--- src/rtl/sysreg_pkg.sv ---
package sysreg_pkg;

  localparam logic [15:0] PORT_SPECIAL = 16'h0092;
  localparam logic [15:0] PORT_CPUCFG  = 16'h0800;
  localparam logic [15:0] PORT_FEAT    = 16'h0802;
  localparam logic [15:0] PORT_STAT    = 16'h0803;
  localparam logic [15:0] PORT_LIGHT   = 16'h0808;
  localparam logic [15:0] PORT_EQUIP   = 16'h080C;
  localparam logic [15:0] PORT_LOCK1   = 16'h0810;
  localparam logic [15:0] PORT_LOCK2   = 16'h0812;
  localparam logic [15:0] PORT_INVAL   = 16'h0814;
  localparam logic [15:0] PORT_KEY     = 16'h0818;
  localparam logic [15:0] PORT_CTL     = 16'h081C;
  localparam logic [15:0] PORT_CACHEID = 16'h0823;
  localparam logic [15:0] PORT_MAP     = 16'h0850;

  localparam logic [7:0] VAL_CPUCFG  = 8'hEF;
  localparam logic [7:0] VAL_FEAT    = 8'hAD;
  localparam logic [7:0] VAL_STAT    = 8'hE0;
  localparam logic [7:0] VAL_EQUIP   = 8'h3C;
  localparam logic [7:0] VAL_EXTFEAT = 8'h39;
  localparam logic [7:0] VAL_CACHEID = 8'h03;

  typedef enum logic [3:0] {
    RS_ONES,
    RS_ZERO,
    RS_CTL,
    RS_MAP,
    RS_CPUCFG,
    RS_FEAT,
    RS_STAT,
    RS_EQUIP,
    RS_EXTFEAT,
    RS_CACHEID
  } rdSel_e;

  typedef struct packed {
    logic   wrSpecial;
    logic   wrLight;
    logic   wrCtl;
    logic   wrMap;
    logic   wrLock1;
    logic   wrLock2;
    logic   wrInv;
    logic   rdLoad;
    rdSel_e rdSel;
  } strobes_t;

endpackage

--- src/rtl/sysreg_ctrl.sv ---
module sysreg_ctrl
  import sysreg_pkg::*;
#(
  parameter int ADDR_W = 16
) (
  input  logic [ADDR_W-1:0] portAddr,
  input  logic              wrEn,
  input  logic              rdEn,
  output strobes_t          stb
);

  function automatic logic hit(input logic [ADDR_W-1:0] a, input logic [15:0] p);
    return a == ADDR_W'(p);
  endfunction

  always_comb begin
    stb.wrSpecial = wrEn & hit(portAddr, PORT_SPECIAL);
    stb.wrLight   = wrEn & hit(portAddr, PORT_LIGHT);
    stb.wrCtl     = wrEn & hit(portAddr, PORT_CTL);
    stb.wrMap     = wrEn & hit(portAddr, PORT_MAP);
    stb.wrLock1   = wrEn & hit(portAddr, PORT_LOCK1);
    stb.wrLock2   = wrEn & hit(portAddr, PORT_LOCK2);
    stb.wrInv     = wrEn & hit(portAddr, PORT_INVAL);
    stb.rdLoad    = rdEn;
    if      (hit(portAddr, PORT_SPECIAL)) stb.rdSel = RS_ZERO;
    else if (hit(portAddr, PORT_CPUCFG))  stb.rdSel = RS_CPUCFG;
    else if (hit(portAddr, PORT_FEAT))    stb.rdSel = RS_FEAT;
    else if (hit(portAddr, PORT_STAT))    stb.rdSel = RS_STAT;
    else if (hit(portAddr, PORT_EQUIP))   stb.rdSel = RS_EQUIP;
    else if (hit(portAddr, PORT_LOCK1))   stb.rdSel = RS_EXTFEAT;
    else if (hit(portAddr, PORT_KEY))     stb.rdSel = RS_ZERO;
    else if (hit(portAddr, PORT_CTL))     stb.rdSel = RS_CTL;
    else if (hit(portAddr, PORT_CACHEID)) stb.rdSel = RS_CACHEID;
    else if (hit(portAddr, PORT_MAP))     stb.rdSel = RS_MAP;
    else                                  stb.rdSel = RS_ONES;
  end

endmodule

--- src/rtl/sysreg_dpath.sv ---
module sysreg_dpath
  import sysreg_pkg::*;
#(
  parameter int DATA_W = 8,
  parameter int CTL_W  = 4
) (
  input  logic              clk,
  input  logic              rstN,
  input  strobes_t          stb,
  input  logic [DATA_W-1:0] wrData,
  output logic [DATA_W-1:0] rdData,
  output logic              littleEndian,
  output logic              diskLight,
  output logic [CTL_W-1:0]  sysCtl,
  output logic              mapSparse,
  output logic              softResetPulse,
  output logic              lockTog1Pulse,
  output logic              lockTog2Pulse,
  output logic              cacheInvPulse
);

  logic [DATA_W-1:0] rdNext;
  logic              unusedWrData;

  assign unusedWrData = ^wrData[DATA_W-1:CTL_W];

  always_comb begin
    case (stb.rdSel)
      RS_ZERO:    rdNext = '0;
      RS_CTL:     rdNext = DATA_W'(sysCtl);
      RS_MAP:     rdNext = DATA_W'(mapSparse);
      RS_CPUCFG:  rdNext = DATA_W'(VAL_CPUCFG);
      RS_FEAT:    rdNext = DATA_W'(VAL_FEAT);
      RS_STAT:    rdNext = DATA_W'(VAL_STAT);
      RS_EQUIP:   rdNext = DATA_W'(VAL_EQUIP);
      RS_EXTFEAT: rdNext = DATA_W'(VAL_EXTFEAT);
      RS_CACHEID: rdNext = DATA_W'(VAL_CACHEID);
      default:    rdNext = '1;
    endcase
  end

  always_ff @(posedge clk) begin
    if (!rstN) begin
      littleEndian   <= 1'b0;
      diskLight      <= 1'b0;
      sysCtl         <= '0;
      mapSparse      <= 1'b0;
      softResetPulse <= 1'b0;
      lockTog1Pulse  <= 1'b0;
      lockTog2Pulse  <= 1'b0;
      cacheInvPulse  <= 1'b0;
      rdData         <= '0;
    end else begin
      if (stb.wrSpecial) littleEndian <= wrData[1];
      if (stb.wrLight)   diskLight    <= wrData[0];
      if (stb.wrCtl)     sysCtl       <= wrData[CTL_W-1:0];
      if (stb.wrMap)     mapSparse    <= wrData[0];
      softResetPulse <= stb.wrSpecial & wrData[0];
      lockTog1Pulse  <= stb.wrLock1;
      lockTog2Pulse  <= stb.wrLock2;
      cacheInvPulse  <= stb.wrInv;
      if (stb.rdLoad) rdData <= rdNext;
    end
  end

endmodule

--- src/rtl/sysreg_bank.sv ---
module sysreg_bank
  import sysreg_pkg::*;
#(
  parameter int ADDR_W = 16,
  parameter int DATA_W = 8,
  parameter int CTL_W  = 4
) (
  input  logic              clk,
  input  logic              rstN,
  input  logic [ADDR_W-1:0] portAddr,
  input  logic [DATA_W-1:0] wrData,
  input  logic              wrEn,
  input  logic              rdEn,
  output logic [DATA_W-1:0] rdData,
  output logic              littleEndian,
  output logic              diskLight,
  output logic [CTL_W-1:0]  sysCtl,
  output logic              mapSparse,
  output logic              softResetPulse,
  output logic              lockTog1Pulse,
  output logic              lockTog2Pulse,
  output logic              cacheInvPulse
);

  strobes_t stb;

  sysreg_ctrl #(.ADDR_W(ADDR_W)) u_ctrl (
    .portAddr (portAddr),
    .wrEn     (wrEn),
    .rdEn     (rdEn),
    .stb      (stb)
  );

  sysreg_dpath #(.DATA_W(DATA_W), .CTL_W(CTL_W)) u_dpath (
    .clk            (clk),
    .rstN           (rstN),
    .stb            (stb),
    .wrData         (wrData),
    .rdData         (rdData),
    .littleEndian   (littleEndian),
    .diskLight      (diskLight),
    .sysCtl         (sysCtl),
    .mapSparse      (mapSparse),
    .softResetPulse (softResetPulse),
    .lockTog1Pulse  (lockTog1Pulse),
    .lockTog2Pulse  (lockTog2Pulse),
    .cacheInvPulse  (cacheInvPulse)
  );

endmodule

--- config.mk ---
export PLATFORM = sky130hd
export DESIGN_NAME = sysreg_bank
export DESIGN_NICKNAME = d
export VERILOG_FILES = /design/src/rtl/sysreg_pkg.sv /design/src/rtl/sysreg_ctrl.sv /design/src/rtl/sysreg_dpath.sv /design/src/rtl/sysreg_bank.sv
export SDC_FILE = /design/constraint.sdc
export NUM_CORES = 1
export LEC_CHECK = 0
export CORE_MARGIN = 1
export CORE_UTILIZATION = 30
export DETAILED_ROUTE_END_ITERATION = 10
export DONT_BUFFER_PORTS = 1
export PLACE_DENSITY = 0.55
export RECOVER_POWER = 50
export SLEW_MARGIN = 20
export SYNTH_ARGS = -nofsm -noshare
export SYNTH_HDL_FRONTEND = slang
export SYNTH_HIERARCHICAL = 1
export SYNTH_SLANG_ARGS = --single-unit
--- constraint.sdc ---
create_clock -name clk -period 3.9 [get_ports clk]
set_input_delay 1.17 -clock clk [delete_from_list [all_inputs] [get_ports clk]]
set_output_delay 1.17 -clock clk [all_outputs]
set_load 0.01 [all_outputs]
==> flow_summary.toml, run 1 <==
[timing]
worstMarginPinSlew_ns = 1.00
max_freq_ghz = 0.302
setup_viol = 0
finalHoldViolCount = 0
slew_headroom = 0.325
setup_tns_ns = 0
rsz0062_at_grt = "false"
skew_ns = 0.00114
setup_ws_ns = 0.592
fin_crit_sh = 0.848
fin_crit_ns = 3.31
maxSlewViolCount = 0

[status]
outcome = "complete, no violations"

[power]
seqPwrFrac = 0.642
ir_worst_vdd_uv = 107
power.leakage_nw = 0.364
power_uw = 321
p_clk_frac = 0.295
power_density_nw_per_um2 = 278
p_int_uw = 251
p_switching_uw = 70.1
switching_share = 0.218
p_comb_frac = 0.063

[floorplan]
die_w_um = 62.3
die-area_um2 = 3880
core_um2 = 3420
rows = 21
initial_core_util = 0.319
num_io_pins = 47
die_h_um = 62.3

[detailed_routing]
top_layer = "met4"
wl_met1_um = 1060
vias = 942
first_pass_iters = 4
dr_wl_met3_um = 176
wl_met2_um = 1120
drt-total-wl_um = 2380
wl_per_cell_um = 13.5
drc = 0
drt_iter0_markers = 43
postRouteAntennaNets = 0
vias_per_cell = 5.32

[grt]
grt_pass1_wl_um = 4000
grt_max_degree = 20
overflow = 0
grt_use_total = 0.127
first_global_vias = 905
antenna_found_initial = 0

[setup_path]
regToRegSetupSlack_ns = 2.83
crit_slowest_cell = "or4_1"
ff2ff_path_depth = 3
worst-path-buf-inv = 0
r2r_start = "u_dpath/sysCtl[0]$_SDFFE_PN0P_"
critPathMaxStageDelay_ns = 0.55
critical_path.top_delay_family = "simple AND/OR/NAND/NOR gates"
cp.required_ns = 4.14
cp-end-kind = "register"
arrival_ns = 3.54
crit_type = "input pin to register"
start_kind = "input pin"
r2r-end = "u_dpath/rdData[0]$_SDFFE_PN0P_"
cpMostUsedCell = "or4_1"
path_cells = "or4_4 > or4_1 > or4_1 > o21ai_0 > or3b_1 > a221o_1 > o2111a_1"
cp_max_fo = 11

[min_path]
holdPathStages = 2
hold_class = "register to register"
min-delay-start = "u_dpath/rdData[5]$_SDFFE_PN0P_"
whs_endpoint = "u_dpath/rdData[5]$_SDFFE_PN0P_"

[clock_network]
hold_buffers = 0
ctsResizeCount = 0
cts_inserted_buffers = 3
cts_setup_buffers = 0
clkTransAtPathRegs_ns = 0.10
root_buffer = "clkbuf_4"
worstSkewPairLatency_ns = 0.29
cts_max_path_buffers = 2
h-tree-depth = 1
cts_tree = "done"
cts_sinks = 19

[layout]
final_util = 0.339
layout.nets = 160
areaGrowthSynthToFinish_pct = 6.20
antenna_cells = 0
fill_cells = 385
final_area_um2 = 1160
drive_gt1_frac = 0.0763

[synth]
synthesis.nets = 159
synth_area_um2 = 1090
yosysSeqAreaShare = 0.349
ys_types = 38
synth-warning-count = 6
synthCells = 131
ys_seq_elements = 19
avgSynthCellArea_um2 = 8.32

[job]
drv_cap = 0

[placed_design]
placed_area_um2 = 1130
dp_hpwl_um = 1870
detailedPlace.worstSlack_ns = 0.323
place_congestion = 0.802
port-buffer-count = 0
## through the flow
stage	hold slack [ns]	std cells
global placement	0.555	173
floorplan	0.522	131
detailed placement	0.553	173
CTS	0.574	177
global route	0.600	177
finish	0.563	177
## tightest hold or removal path: stages (launching register included)
cell and delay (ns):
dfxtp_1 0.36, o21ai_1 0.13, a21oi_1 0.04
## cell usage after synthesis, drive strengths merged
cell    number  area share
nor4bb       2       0.018
a221o        1      0.0092
or4          4       0.031
or4bb        1       0.010
nor3         4       0.018
or3b         2       0.016
nor3b        2       0.014
o311a        1      0.0092
dfxtp       19        0.35
nand2        5       0.017
and3         2       0.011
and2         4       0.023
nor2b        8       0.046
mux2i        7       0.064
and3b        1      0.0080
nand2b       5       0.029
o2111a       1       0.010
o31a         1      0.0080
nor4b        3       0.024
a41oi        1      0.0080
nand4b       1      0.0080
or2          1      0.0057
a21oi        7       0.032
a31oi        5       0.029
o21ai       15       0.069
o21a         1      0.0069
buf          5       0.032
inv          5       0.017
clkbuf       3       0.010
nand3b       1      0.0069
nor4         1      0.0057
or3          2       0.011
nor2         7       0.024
nand4        3       0.017
## logic make-up (layout without fill, tap and decap cells)
kind of cell           count (synthesis)  count (layout)  share of synthesized area
AO/OA/AOI/OAI                         33              33                      0.181
buffers and inverters                 13              13                     0.0597
flip-flops                            19              19                      0.349
multiplexers                           7               7                     0.0643
AND/OR/NAND/NOR                       59              59                      0.346
## layout make-up
cell class | instances | area (um^2) | share of cell area
multi-input combinational | 99 | 644 | 0.557
sequential | 19 | 380 | 0.329
tap | 46 | 57.6 | 0.0497
timing repair buffer | 4 | 30.0 | 0.0259
clock buffer | 4 | 26.3 | 0.0227
inverter | 5 | 18.8 | 0.0162
## sequential cells by signal, summed over array words and instances (netlist names)
name / count
u_dpath/rdData: 8
u_dpath/mapSparse: 1
u_dpath/littleEndian: 1
u_dpath/lockTog1Pulse: 1
u_dpath/softResetPulse: 1
u_dpath/sysCtl: 4
u_dpath/diskLight: 1
u_dpath/lockTog2Pulse: 1
u_dpath/cacheInvPulse: 1
## worst max path at each step
stage                            start                             end  slack (ns)  cells past startpoint
after floorplan           portAddr[12]  u_dpath/rdData[0]$_SDFFE_PN0P_        0.35                      7
after global placement    portAddr[12]  u_dpath/rdData[0]$_SDFFE_PN0P_        0.34                      7
after detailed placement  portAddr[12]  u_dpath/rdData[0]$_SDFFE_PN0P_        0.32                      7
after CTS                 portAddr[12]  u_dpath/rdData[0]$_SDFFE_PN0P_        0.63                      7
after global routing      portAddr[12]  u_dpath/rdData[7]$_SDFFE_PN0P_        0.48                      6
final                     portAddr[12]  u_dpath/rdData[0]$_SDFFE_PN0P_        0.59                      7
## cells in the final DEF, fill, tap and decap left out, types with 2 or more instances in the layout
cell type / count
or3_1: 2
nor3b_1: 2
nor2_1: 7
nand2_1: 5
dfxtp_1: 19
nand2b_1: 5
or4_1: 3
mux2i_1: 7
nor4bb_1: 2
buf_4: 4
nor2b_1: 8
and3_1: 2
o21ai_0: 14
a31oi_1: 5
nor3_1: 4
a21oi_1: 7
nor4b_1: 3
nand4_1: 3
and2_1: 4
clkbuf_4: 3
inv_1: 5
## power groups by stage
stage	clock [mW]	sequential, mW	combinational, mW
floorplan	0	0.210	0.0220
global placement	0	0.211	0.0198
detailed placement	0	0.211	0.0200
CTS	0.102	0.207	0.0202
global route	0.113	0.207	0.0227
finish	0.0949	0.206	0.0202
## layer usage
layer  track usage  vias to the layer above
li1              -                      480
met5             0                        -
met2         0.198                       29
met3        0.0515                        4
met4        0.0436                        0
met1         0.159                      429
No activity file was read; power rests on OpenSTA's default activity.
==> inputs of run 2 (changes only) <==
--- a/config.mk
+++ b/config.mk
@@ -9,7 +9,7 @@
 export CORE_UTILIZATION = 30
 export DETAILED_ROUTE_END_ITERATION = 10
 export DONT_BUFFER_PORTS = 1
-export PLACE_DENSITY = 0.55
+export PLACE_DENSITY = 0.56
 export RECOVER_POWER = 50
 export SLEW_MARGIN = 20
 export SYNTH_ARGS = -nofsm -noshare
==> constraint.sdc (replaced) <==
create_clock -name clk -period 2.94 [get_ports clk]
set_input_delay 0.882 -clock clk [delete_from_list [all_inputs] [get_ports clk]]
set_output_delay 0.882 -clock clk [all_outputs]
set_load 0.01 [all_outputs]
==> flow_summary.toml, run 2 (synthesized netlist as in run 1, its figures left out) <==
[clock_network]
cts_setup_buffers = 0
root_buffer = "clkbuf_4"
clkTransAtPathRegs_ns = 0.11
worstSkewPairLatency_ns = 0.30
cts_sinks = 19
cts_tree = "done"
cts_inserted_buffers = 3
ctsResizeCount = 0
cts_max_path_buffers = 2
hold_buffers = 0
h-tree-depth = 1

[timing]
fin_crit_ns = 2.65
slew_headroom = 0.778
setup_viol = 0
rsz0062_at_grt = "false"
fin_crit_sh = 0.901
setup_tns_ns = 0
max_freq_ghz = 0.378
finalHoldViolCount = 0
maxSlewViolCount = 0
worstMarginPinSlew_ns = 0.331
skew_ns = 0.00177
setup_ws_ns = 0.291

[grt]
grt_max_degree = 20
overflow = 0
grt_use_total = 0.129
first_global_vias = 929
grt_pass1_wl_um = 4070
antenna_found_initial = 0

[placed_design]
placed_area_um2 = 1180
dp_hpwl_um = 1890
detailedPlace.worstSlack_ns = -0.0386
place_congestion = 0.859
port-buffer-count = 0

[power]
power_density_nw_per_um2 = 362
power_uw = 436
power.leakage_nw = 0.392
ir_worst_vdd_uv = 155

[layout]
areaGrowthSynthToFinish_pct = 10.4
largest_reg_flops = 8
antenna_cells = 0
regMostFlops = "u_dpath/rdData"
final_common_cell = "dfxtp_1"
layout_common_cells = "dfxtp_1, o21ai_0, buf_4, nor2b_1"
final_area_um2 = 1200
reg.largest.list = "u_dpath/rdData (8), u_dpath/sysCtl (4)"
drive_gt1_frac = 0.133
layout.nets = 164
final_util = 0.352

[setup_path]
start_kind = "input pin"
cp_max_fo = 10
ff2ff_path_depth = 3
cp-end-kind = "register"
crit_slowest_cell = "or4_4"
worst-path-buf-inv = 1
cp.depth = 7
path_cells = "or4_4 > or4_1 > or4_4 > o21ai_0 > buf_4 > o21ai_0 > a31oi_1"
arrival_ns = 2.88
critical_path.top_delay_family = "simple AND/OR/NAND/NOR gates"
crit_type = "input pin to register"
cp.required_ns = 3.17
critPathMaxStageDelay_ns = 0.51

[detailed_routing]
drt-total-wl_um = 2470
postRouteAntennaNets = 0
first_pass_iters = 4
drc = 0
wl_per_cell_um = 13.6
vias_per_cell = 5.47
drt_iter0_markers = 28
vias = 990

[floorplan]
rows = 21
die_w_um = 62.3
num_io_pins = 47
die-area_um2 = 3880
initial_core_util = 0.319
die_h_um = 62.3
core_um2 = 3420

[job]
drv_cap = 0

[min_path]
hold_class = "register to register"
holdPathStages = 2

[status]
outcome = "complete, no violations"
==> run 2: layer usage <==
layer / routed length [um] / vias up / track usage
met5: 0 / - / 0
met2: 1120 / 32 / 0.203
met1: 1150 / 461 / 0.163
met3: 152 / 5 / 0.0294
met4: 47 / 0 / 0.0669
li1: - / 492 / -
==> run 2: area by class of cell <==
| type | instances | area (um^2) |
|---|---|---|
| fill | 367 | 2210 |
| multi-input combinational | 99 | 659 |
| sequential | 19 | 380 |
| timing repair buffer | 8 | 60.1 |
| tap | 46 | 57.6 |
| clock buffer | 3 | 22.5 |
| inverter | 5 | 18.8 |
| clock inverter | 1 | 5.00 |
==> run 2: where the power goes <==
group | total, mW | leakage, nW | internal [mW] | switching [mW]
combinational | 0.0284 | 0.218 | 0.0165 | 0.0119
sequential | 0.274 | 0.156 | 0.265 | 0.00867
clock | 0.133 | 0.0177 | 0.0508 | 0.0826
total | 0.436 | 0.392 | 0.332 | 0.103
==> run 2: worst paths after layout <==
path / from / end / slack, ns
min: u_dpath/rdData[5]$_SDFFE_PN0P_ / u_dpath/rdData[5]$_SDFFE_PN0P_ / 0.56
max reg2reg: u_dpath/sysCtl[0]$_SDFFE_PN0P_ / u_dpath/rdData[0]$_SDFFE_PN0P_ / 1.90
min reg2reg: u_dpath/rdData[5]$_SDFFE_PN0P_ / u_dpath/rdData[5]$_SDFFE_PN0P_ / 0.56
max: portAddr[12] / u_dpath/rdData[4]$_SDFFE_PN0P_ / 0.29
==> run 2: per-stage QoR <==
| stage | cells | hold WS (ns) |
|---|---|---|
| 6_report | 181 | 0.560 |
| 5_1_grt | 181 | 0.595 |
| 4_1_cts | 181 | 0.571 |
| 3_5_place_dp | 177 | 0.550 |
| 3_3_place_gp | 177 | 0.553 |
| 2_1_floorplan | 131 | 0.522 |
==> run 2: worst min-delay path: stages, from the launching register on <==
cell and delay, ns:
dfxtp_1 0.36, o21ai_1 0.12, a21oi_1 0.04
==> inputs of run 3 (changes only) <==
--- a/config.mk
+++ b/config.mk
@@ -5,6 +5,7 @@
 export SDC_FILE = /design/constraint.sdc
 export NUM_CORES = 1
 export LEC_CHECK = 0
+export ABC_AREA = 1
 export CORE_MARGIN = 1
 export CORE_UTILIZATION = 30
 export DETAILED_ROUTE_END_ITERATION = 10
==> flow_summary.toml, run 3 <==
[min_path]
hold_class = "register to register"
min-delay-start = "u_dpath/sysCtl[3]$_SDFFE_PN0P_"

[setup_path]
r2r_start = "u_dpath/mapSparse$_SDFFE_PN0P_"
cp-end-kind = "register"
cp_max_fo = 6
path_cells = "nor2_1 > nand2_1 > nor2_1 > nand2_1 > nand2_1 > nor2_1 > nand4_1 > nor2_1 > nand2_1 > nand2_2 > nand2_4 > nand3_2 > nor2_1 > nor2_1"
cp.required_ns = 3.09
arrival_ns = 2.36
crit_type = "input pin to register"
crit_start = "portAddr[9]"
start_kind = "input pin"
crit_slowest_cell = "nor2_1"
critPathMaxStageDelay_ns = 0.20
cpMostUsedCell = "nor2_1"

[floorplan]
core_um2 = 3720
initial_core_util = 0.315
die_w_um = 64.5
die_h_um = 64.5
rows = 22
num_io_pins = 47
die-area_um2 = 4160

[power]
ir_worst_vdd_uv = 192
power.leakage_nw = 0.623
p_switching_uw = 110
p_comb_frac = 0.064
p_clk_frac = 0.370
seqPwrFrac = 0.566
switching_share = 0.227
p_int_uw = 374
power_density_nw_per_um2 = 387

[synth]
synthesis.nets = 216
synth_common_cells = "nand2_1, nor2_1, inv_1, dfxtp_1, o21ai_0"
synthMuxAreaShare = 0
synth_top_area_frac = 0.325
synth_xor_xnor_area_share = 0
synth_edf_count = 0
yosysSeqAreaShare = 0.325
synth_area_um2 = 1170
synth-simple-area-share = 0.460
synth-compound-area-share = 0.101
ys_top_cells_by_area = "dfxtp_1, nand2_1, nor2_1"
synthCells = 188
synth_most_common_cell = "nand2_1"
avgSynthCellArea_um2 = 6.23
async_reset_ff_frac = 0
synth_area_leader_cell = "dfxtp_1"
synthAdderAreaFrac = 0
ys_types = 21
ys.flop_type = "dfxtp_1"
ys_seq_elements = 19
synth-warning-count = 6
synth_top_family_by_area = "simple AND/OR/NAND/NOR gates"

[clock_network]
root_buffer = "clkbuf_8"
cts_inserted_buffers = 3
cts_setup_buffers = 0
worstSkewPairLatency_ns = 0.25
cts_tree = "done"
clkTransAtPathRegs_ns = 0.07
cts_sinks = 19
h-tree-depth = 1
ctsResizeCount = 0
cts_max_path_buffers = 2
hold_buffers = 0

[detailed_routing]
vias = 1066
drt_iter0_markers = 23
wl_per_cell_um = 10.4
drt-total-wl_um = 2470
first_pass_iters = 4
vias_per_cell = 4.50
drc = 0
postRouteAntennaNets = 0

[grt]
grt_use_total = 0.129
antenna_found_initial = 0
grt_pass1_wl_um = 4230
overflow = 0
first_global_vias = 1019
grt_max_degree = 18

[layout]
final_util = 0.336
reg.largest.list = "u_dpath/rdData (8), u_dpath/sysCtl (4)"
regMostFlops = "u_dpath/rdData"
layout_common_cells = "nand2_1, nor2_1, inv_1, dfxtp_1, o21ai_0"
layout.nets = 218
largest_reg_flops = 8
drive_gt1_frac = 0.132
antenna_cells = 0
areaGrowthSynthToFinish_pct = 6.62

[timing]
worstMarginPinSlew_ns = 0.319
maxSlewViolCount = 0
setup_viol = 0
skew_ns = 0.00379
finalHoldViolCount = 0
fin_crit_sh = 0.752
max_freq_ghz = 0.452
setup_tns_ns = 0
slew_headroom = 0.786
fin_crit_ns = 2.21
rsz0062_at_grt = "false"

[job]
drv_cap = 0

[placed_design]
dp_hpwl_um = 2000
place_congestion = 0.867
port-buffer-count = 0

[status]
outcome = "complete, no violations"
[run 3: cell count changes in the layout (fill, tap and decap cells not counted), sizes merged, moves of 5 or more]
| cell | before | now |
|---|---|---|
| inv | 5 | 30 |
| mux2i | 7 | 0 |
| nand2b | 5 | 0 |
| buf | 8 | 0 |
| nor2b | 8 | 0 |
| nand2 | 5 | 44 |
| nand3 | 0 | 9 |
| nor2 | 7 | 50 |
| a31oi | 5 | 0 |
[run 3: worst paths after layout]
kind	to	slack [ns]	cells after the start
worst min register to register	u_dpath/sysCtl[3]$_SDFFE_PN0P_	0.51	2
worst min-delay path	u_dpath/sysCtl[3]$_SDFFE_PN0P_	0.51	2
worst max-delay path	u_dpath/rdData[3]$_SDFFE_PN0P_	0.73	14
worst max register to register	u_dpath/rdData[0]$_SDFFE_PN0P_	2.14	4
[run 3: cells by family after synthesis]
group | count (synthesis)
buffers and inverters | 33
flip-flops | 19
AO/OA/AOI/OAI | 23
AND/OR/NAND/NOR | 113
[run 3: per-layer routing]
metal	vias up	share of wire	global-route usage
met3	4	0.083	0.0581
met5	-	0	0
met2	28	0.44	0.208
met1	448	0.46	0.156
li1	586	-	-
met4	0	0.012	0.0333
[run 3: layout make-up]
| cell class | count | area, um^2 |
|---|---|---|
| well taps | 48 | 60.1 |
| fillers | 434 | 2470 |
| inverters | 30 | 113 |
| multi-input cells | 136 | 651 |
| flip-flops and latches | 19 | 380 |
| clock buffers | 4 | 45.0 |
[run 3: worst max-delay path: cells and delay by family]
kind | cells | cell delay (ns)
AND/OR/NAND/NOR | 14 | 1.47
[run 3: power groups by stage]
stage	clock network [mW]	registers (mW)	logic (mW)
global route	0.192	0.275	0.0364
CTS	0.184	0.274	0.0315
global placement	0	0.279	0.0312
floorplan	0	0.278	0.0320
detailed placement	0	0.280	0.0313
finish	0.179	0.273	0.0310
[run 3: metrics by stage]
step	std cells	power (mW)	hold slack, ns	worst slack (ns)	instance area, um^2
2_1_floorplan	188	0.310	0.483	0.785	1170
3_3_place_gp	233	0.311	0.503	0.541	1210
3_5_place_dp	233	0.311	0.506	0.547	1210
4_1_cts	237	0.490	0.517	0.809	1260
5_1_grt	237	0.502	0.532	0.495	1250
6_report	237	0.483	0.512	0.730	1250
